==> src/rtl/pad_pull_pkg.sv <==
package pad_pull_pkg;

    localparam int MODE_W = 2;

    typedef enum logic [MODE_W-1:0] {
        PM_NONE = 2'b00,
        PM_DOWN = 2'b01,
        PM_UP   = 2'b10,
        PM_KEEP = 2'b11
    } pull_mode_e;

    typedef struct packed {
        logic up;
        logic dn;
    } pull_ctl_t;

    typedef struct packed {
        logic analog;
        logic i2c;
        logic od_en;
    } pad_flags_t;

    // Pull selection for a digital pad from the mode and the settled level.
    function automatic pull_ctl_t pull_select(pull_mode_e mode, logic lvl);
        pull_ctl_t c;
        c = '0;
        case (mode)
            PM_DOWN: c.dn = 1'b1;
            PM_UP:   c.up = 1'b1;
            PM_KEEP: begin
                c.up = lvl;
                c.dn = ~lvl;
            end
            default: c = '0;
        endcase
        return c;
    endfunction

    function automatic logic od_select(pad_flags_t f);
        return f.i2c | (f.od_en & ~f.analog);
    endfunction

endpackage

==> src/rtl/pad_mode_reg.sv <==
module pad_mode_reg
    import pad_pull_pkg::*;
(
    input  logic        clk,
    input  logic        rst,
    input  pull_mode_e  nvm_mode,
    input  logic        wr_en,
    input  pull_mode_e  wr_mode,
    output pull_mode_e  mode_q
);

    always_ff @(posedge clk) begin
        if (rst) begin
            mode_q <= nvm_mode;
        end else if (wr_en) begin
            mode_q <= wr_mode;
        end
    end

    // reset loads the default, a strobe under reset is lost.
    a_r1_reset_load: assert property (@(posedge clk)
        $past(rst) |-> mode_q == $past(nvm_mode));

    // a write after reset lands in the field.
    a_r2_write: assert property (@(posedge clk) disable iff (rst)
        ($past(!rst) && $past(wr_en)) |-> mode_q == $past(wr_mode));

    // without a strobe the field holds.
    a_r2_hold: assert property (@(posedge clk) disable iff (rst)
        ($past(!rst) && $past(!wr_en)) |-> $stable(mode_q));

endmodule

==> src/rtl/pad_level_sync.sv <==
module pad_level_sync #(
    parameter int STAGES = 2
) (
    input  logic clk,
    input  logic rst,
    input  logic level_i,
    output logic level_o
);

    localparam int LAST = STAGES - 1;

    logic [LAST:0] chain_q;

    generate
        for (genvar i = 0; i < STAGES; i++) begin : g_stage
            if (i == 0) begin : g_first
                always_ff @(posedge clk) begin
                    if (rst) chain_q[0] <= 1'b0;
                    else     chain_q[0] <= level_i;
                end
            end else begin : g_next
                always_ff @(posedge clk) begin
                    if (rst) chain_q[i] <= 1'b0;
                    else     chain_q[i] <= chain_q[i-1];
                end
            end
        end
    endgenerate

    assign level_o = chain_q[LAST];

    // the settled level is low in the cycle after reset.
    a_r4_sync_reset: assert property (@(posedge clk)
        $past(rst) |-> !level_o);

endmodule

==> src/rtl/pad_pull_decode.sv <==
module pad_pull_decode
    import pad_pull_pkg::*;
(
    input  pull_mode_e  mode,
    input  logic        level_sync,
    input  pad_flags_t  flags,
    output pull_ctl_t   pull,
    output logic        od_drive
);

    pull_ctl_t digital_pull;

    always_comb begin
        digital_pull = pull_select(mode, level_sync);
        pull         = flags.analog ? '0 : digital_pull;
        od_drive     = od_select(flags);
    end

    // never both pulls at once.
    always_comb begin
        a_r8_exclusive: assert (!(pull.up && pull.dn));
    end

endmodule

==> src/rtl/pad_pull_ctrl.sv <==
module pad_pull_ctrl
    import pad_pull_pkg::*;
#(
    parameter int SYNC_STAGES = 2
) (
    input  logic              clk,
    input  logic              rst,
    input  logic              pad_level_i,
    input  logic [MODE_W-1:0] nvm_mode_i,
    input  logic              cfg_we_i,
    input  logic [MODE_W-1:0] cfg_mode_i,
    input  logic              od_en_i,
    input  logic              analog_sel_i,
    input  logic              i2c_pad_i,
    output logic [MODE_W-1:0] mode_o,
    output logic              pull_up_en_o,
    output logic              pull_dn_en_o,
    output logic              od_drive_o
);

    pull_mode_e mode_q;
    logic       level_sync;
    pad_flags_t flags;
    pull_ctl_t  pull;

    assign flags = '{analog: analog_sel_i, i2c: i2c_pad_i, od_en: od_en_i};

    pad_mode_reg u_mode (
        .clk      (clk),
        .rst      (rst),
        .nvm_mode (pull_mode_e'(nvm_mode_i)),
        .wr_en    (cfg_we_i),
        .wr_mode  (pull_mode_e'(cfg_mode_i)),
        .mode_q   (mode_q)
    );

    pad_level_sync #(.STAGES(SYNC_STAGES)) u_sync (
        .clk     (clk),
        .rst     (rst),
        .level_i (pad_level_i),
        .level_o (level_sync)
    );

    pad_pull_decode u_dec (
        .mode       (mode_q),
        .level_sync (level_sync),
        .flags      (flags),
        .pull       (pull),
        .od_drive   (od_drive_o)
    );

    assign mode_o       = mode_q;
    assign pull_up_en_o = pull.up;
    assign pull_dn_en_o = pull.dn;

    // analog selection leaves the pad unpulled.
    a_r5_analog_off: assert property (@(posedge clk) disable iff (rst)
        analog_sel_i |-> (!pull_up_en_o && !pull_dn_en_o));

    // dedicated I2C pads always drive open-drain.
    a_r7_i2c_od: assert property (@(posedge clk) disable iff (rst)
        i2c_pad_i |-> od_drive_o);

    // repeater on a digital pad always holds exactly one pull.
    a_r4_keep_one: assert property (@(posedge clk) disable iff (rst)
        (mode_o == PM_KEEP && !analog_sel_i)
            |-> $countones({pull_up_en_o, pull_dn_en_o}) == 1);

    // exclusivity seen at the ports.
    a_r8_ports: assert property (@(posedge clk) disable iff (rst)
        !(pull_up_en_o && pull_dn_en_o));

endmodule

==> config.mk <==
export PLATFORM = sky130hd
export DESIGN_NAME = pad_pull_ctrl
export DESIGN_NICKNAME = d
export VERILOG_FILES = /design/src/rtl/pad_pull_pkg.sv /design/src/rtl/pad_mode_reg.sv /design/src/rtl/pad_level_sync.sv /design/src/rtl/pad_pull_decode.sv /design/src/rtl/pad_pull_ctrl.sv
export SDC_FILE = /design/constraint.sdc
export NUM_CORES = 1
export LEC_CHECK = 0
export BUFFER_PORTS_ARGS = -buffer_cell sky130_fd_sc_hd__buf_4
export CORE_AREA = 3 3 40 42
export CTS_BUF_LIST = sky130_fd_sc_hd__clkbuf_8
export CTS_CLUSTER_DIAMETER = 120
export CTS_CLUSTER_SIZE = 8
export DETAILED_ROUTE_END_ITERATION = 7
export DIE_AREA = 0 0 43 45
export GPL_TIMING_DRIVEN = 1
export PLACE_DENSITY_LB_ADDON = 0.25
export SYNTH_ARGS = -nofsm -noshare
export SYNTH_HDL_FRONTEND = slang
export SYNTH_HIERARCHICAL = 1
export SYNTH_SLANG_ARGS = --single-unit
==> constraint.sdc <==
create_clock -name clk -period 0.8 [get_ports clk]
set_input_delay 0.08 -clock clk [delete_from_list [all_inputs] [get_ports clk]]
set_output_delay 0.08 -clock clk [all_outputs]
set_load 0.1 [all_outputs]
==> impl.org <==
** Drt
- Final routed wirelength across all metal layers :: 485 um
- Detail Route Antenna Nets :: 0
- DRC Markers :: 0
- Summing over every cut layer, the via total after detailed routing is 188.
- Vias per cell :: 3.76
- After the first detailed-routing iteration, the DRC count stood at 1.
- Dividing the detail-routed wire length by the instance count gives 9.70 um.
- The first detailed-routing pass took 2 iterations.

** Status
- The flow ran to the end, but the final reports show violations.
- The final reports fail on negative setup slack.

** Global route
- Global-route wire length before repair :: 828 um
- Antenna violations before repair :: 0
- Entering global routing, the biggest net connects 6 pins.
- Total global routing overflow :: 0
- In the global route stage, overall resource usage came out at 0.0636.
- The number of global-route vias before repair came to 212.

** Die
- In this run the vertical extent of the chip is 45 um.
- Effective utilization at floorplan :: 0.139
- The core region is 0.00128 mm^2.
- Number of rows created at floorplan :: 13
- The die covers 0.00194 mm^2.
- Boundary Pins :: 16
- Horizontal extent of the die :: 43 um

** Timing
- The hold violation total from the final report is 0.
- Final TNS setup :: -1300 ps
- The max-slew violation count came to 0.
- Clk_skew :: 1.74 ps
- Worst setup slack after layout :: -389 ps
- For the pin with the worst max-slew slack, the measured transition is 278 ps.
- Derived from the worst setup path, the maximum achievable clock frequency is 841 MHz.
- Setup repair after global routing could not meet its margin everywhere.
- In this run the tightest slew margin relative to its limit is 0.816.
- In the finished design, the share of the clock period the worst path needs comes to 1.49.
- Minimum clock period after layout :: 1190 ps
- Final setup fails :: 4

** Placement
- Buffers on Ports :: 15
- Including well taps, the total number of placed cells is 45.
- Before CTS, the worst setup slack after placement is -275 ps.
- Final Wtd Congestion :: 0.727
- Placed inst area :: 327 um^2

** Logic synthesis
- The synthesized design contains 2 enable-type register cells.
- After synthesis, the netlist uses 9 different library cells.
- Sorting the synthesized cells by area gives the leading types as sky130_fd_sc_hd__edfxtp_1 34%, sky130_fd_sc_hd__dfxtp_1 22%, sky130_fd_sc_hd__mux2_2 13%, sky130_fd_sc_hd__a211oi_2 7.0%, sky130_fd_sc_hd__nor2b_1 7.0%.
- Post-synthesis cell count :: 14
- The biggest area contributor in the post-synthesis netlist is sky130_fd_sc_hd__edfxtp_1.
- Area of the mapped netlist :: 179 um^2
- #FFs+latches synth :: 4
- Of the total synthesized cell area, the portion taken by XOR and XNOR cells is 0.
- Syn_nets :: 25
- Of the post-synthesis cell area, the dominant cell type holds 0.336.
- Each instance of the synthesized netlist takes up on average 12.8 um^2.
- Compound-gate portion of the synthesized area :: 0.168
- After synthesis, the share of cell area in mux cells is 0.126.
- The Yosys step of the flow raised 6 warnings.
- Of the total synthesized cell area, the portion taken by full adders, half adders and majority gates is 0.
- Of the total synthesized cell area, the portion taken by AND, OR, NAND and NOR gates is 0.105.
- Top cells by instance count after synthesis :: 2 x sky130_fd_sc_hd__dfxtp_1, 2 x sky130_fd_sc_hd__edfxtp_1, 2 x sky130_fd_sc_hd__inv_1, 2 x sky130_fd_sc_hd__mux2_2, 2 x sky130_fd_sc_hd__nor2b_1
- Combinational family with the most area after synthesis :: compound AO/OA/AOI/OAI gates
- Fraction of synthesis flops using an asynchronous set or reset pin :: 0
- For this run, the register share of the synthesized area comes to 0.559.
- Dominant synthesized flop cell :: sky130_fd_sc_hd__edfxtp_1

** CTS
- CTS built an H-tree with a depth of 1.
- Root buffer cell :: sky130_fd_sc_hd__clkbuf_8
- Clock Path Buffers :: 2
- CTS Hold Bufs :: 0
- Clock tree from TritonCTS :: built
- TritonCTS created 3 clock buffers.
- Clock-pin slew was measured on the worst setup and hold paths at 30 ps.
- Number of clock sinks :: 4
- Clock Latency Late Sink :: 210 ps

** Critical path
- The worst setup path is of the flip-flop to output port kind.
- Required time at the endpoint of the critical path :: 720 ps
- Critical path launch point type :: flip-flop
- Along the worst path, the maximum fanout reaches 3.
- Data on the critical path arrives at its endpoint at 1110 ps.
- The worst setup path is captured at an output port.

** Final layout
- Share of post-route cells with drive strength above 1 :: 0.800
- With fillers left out, the area of the finished cells amounts to 440 um^2.
- Number of nets in the layout :: 48
- Area Overhead vs Synth :: 146%
- Non-filler cells in the finished layout :: 50
- Measured on the finished design, the core utilization comes to 0.343.
- The number of antenna diodes in the final layout is 0.

** Power and ir drop
- Of the total power, registers draw 0.241.
- The share of total power dissipated in the clock network is 0.396.
- Peak supply drop :: 0.000818 V
- Net switching share of the total power :: 0.311
- Leakage power summed over all cells :: 0.199 nW
- The share of total power dissipated in combinational logic is 0.363.
- For this design the total switching power over the nets is 0.322 mW.
- Cell internal power was estimated by the tool at 0.714 mW.
- For this design the ratio of total power to cell area is 2350 mW/mm^2.

** Worst hold path
- In this run the worst hold path is classified as primary input to flip-flop.

** Job
- Number of maximum-capacitance violations :: 0
[kinds of logic (layout without fill, tap and decap cells)]
logic type,Yosys count,in the layout
muxes,2,2
buffers and inverters,2,23
and+or+nand+nor,3,3
DFF,4,4
AOI/OAI and AO/OA,3,3
[through the flow]
stage | hold WS, ps | total power, mW
after floorplan | 152 | 0.456
after global placement | 280 | 0.541
after detailed placement | 290 | 0.546
after CTS | 67.4 | 1.05
after global routing | 71.5 | 1.09
final | 68.8 | 1.04
[area by class of cell]
type | instances | area (um^2)
Fill cell | 139 | 845
Clock buffer | 3 | 41.3
Inverter | 2 | 7.51
Sequential cell | 4 | 100
Multi-Input combinational cell | 8 | 80.1
Tap cell | 15 | 18.8
Timing Repair Buffer | 18 | 193
[power groups by stage]
stage          clock (mW)  combinational (mW)  sequential [mW]
6_report            0.410               0.376            0.249
5_1_grt             0.447               0.390            0.252
4_1_cts             0.425               0.378            0.249
3_5_place_dp            0               0.294            0.252
3_3_place_gp            0               0.290            0.251
2_1_floorplan           0               0.122            0.334
[per-layer routing]
layer,global-route usage,vias up,routed length [um]
met4,0.0361,0,0
met2,0.111,16,237
li1,-,90,-
met1,0.0489,82,176
met5,0,-,0
met3,0.0518,0,71
[cell usage in the layout, fill, tap and decap left out, drive strengths merged]
cell / Yosys / layout
or2: 1 / 1
dfxtp: 2 / 2
nor2b: 2 / 2
a211oi: 1 / 1
buf: 0 / 18
o211a: 1 / 1
edfxtp: 2 / 2
clkbuf: 0 / 3
inv: 2 / 2
mux2: 2 / 2
a21o: 1 / 1
[path summary, 6_finish.rpt]
| path | from | end | slack [ps] | cells past startpoint |
|---|---|---|---|---|
| max reg2reg | u_sync/chain_q[0] | u_sync/level_o | 300 | 1 |
| max | u_mode/mode_q[1] | pull_dn_en_o | -390 | 2 |
| min | rst | u_sync/chain_q[0] | 70 | 2 |
| min reg2reg | u_sync/chain_q[0] | u_sync/level_o | 440 | 1 |
[critical path: stages (launching register included)]
cell and delay, ps:
sky130_fd_sc_hd__edfxtp_1 430, sky130_fd_sc_hd__a211oi_4 260, sky130_fd_sc_hd__buf_12 210
[registers in the layout, indices dropped and copies added, names as in the netlist]
register	flops
u_mode/mode_q	2
u_sync/chain_q	1
u_sync/level_o	1
[timing repair]
action                                  in CTS  in global routing
pin swaps                                    1                  0
endpoints found under the setup margin       4                  4
buffers inserted                             2                  1
resized for setup                           14                  1
No activity file was read; power rests on OpenSTA's default activity.
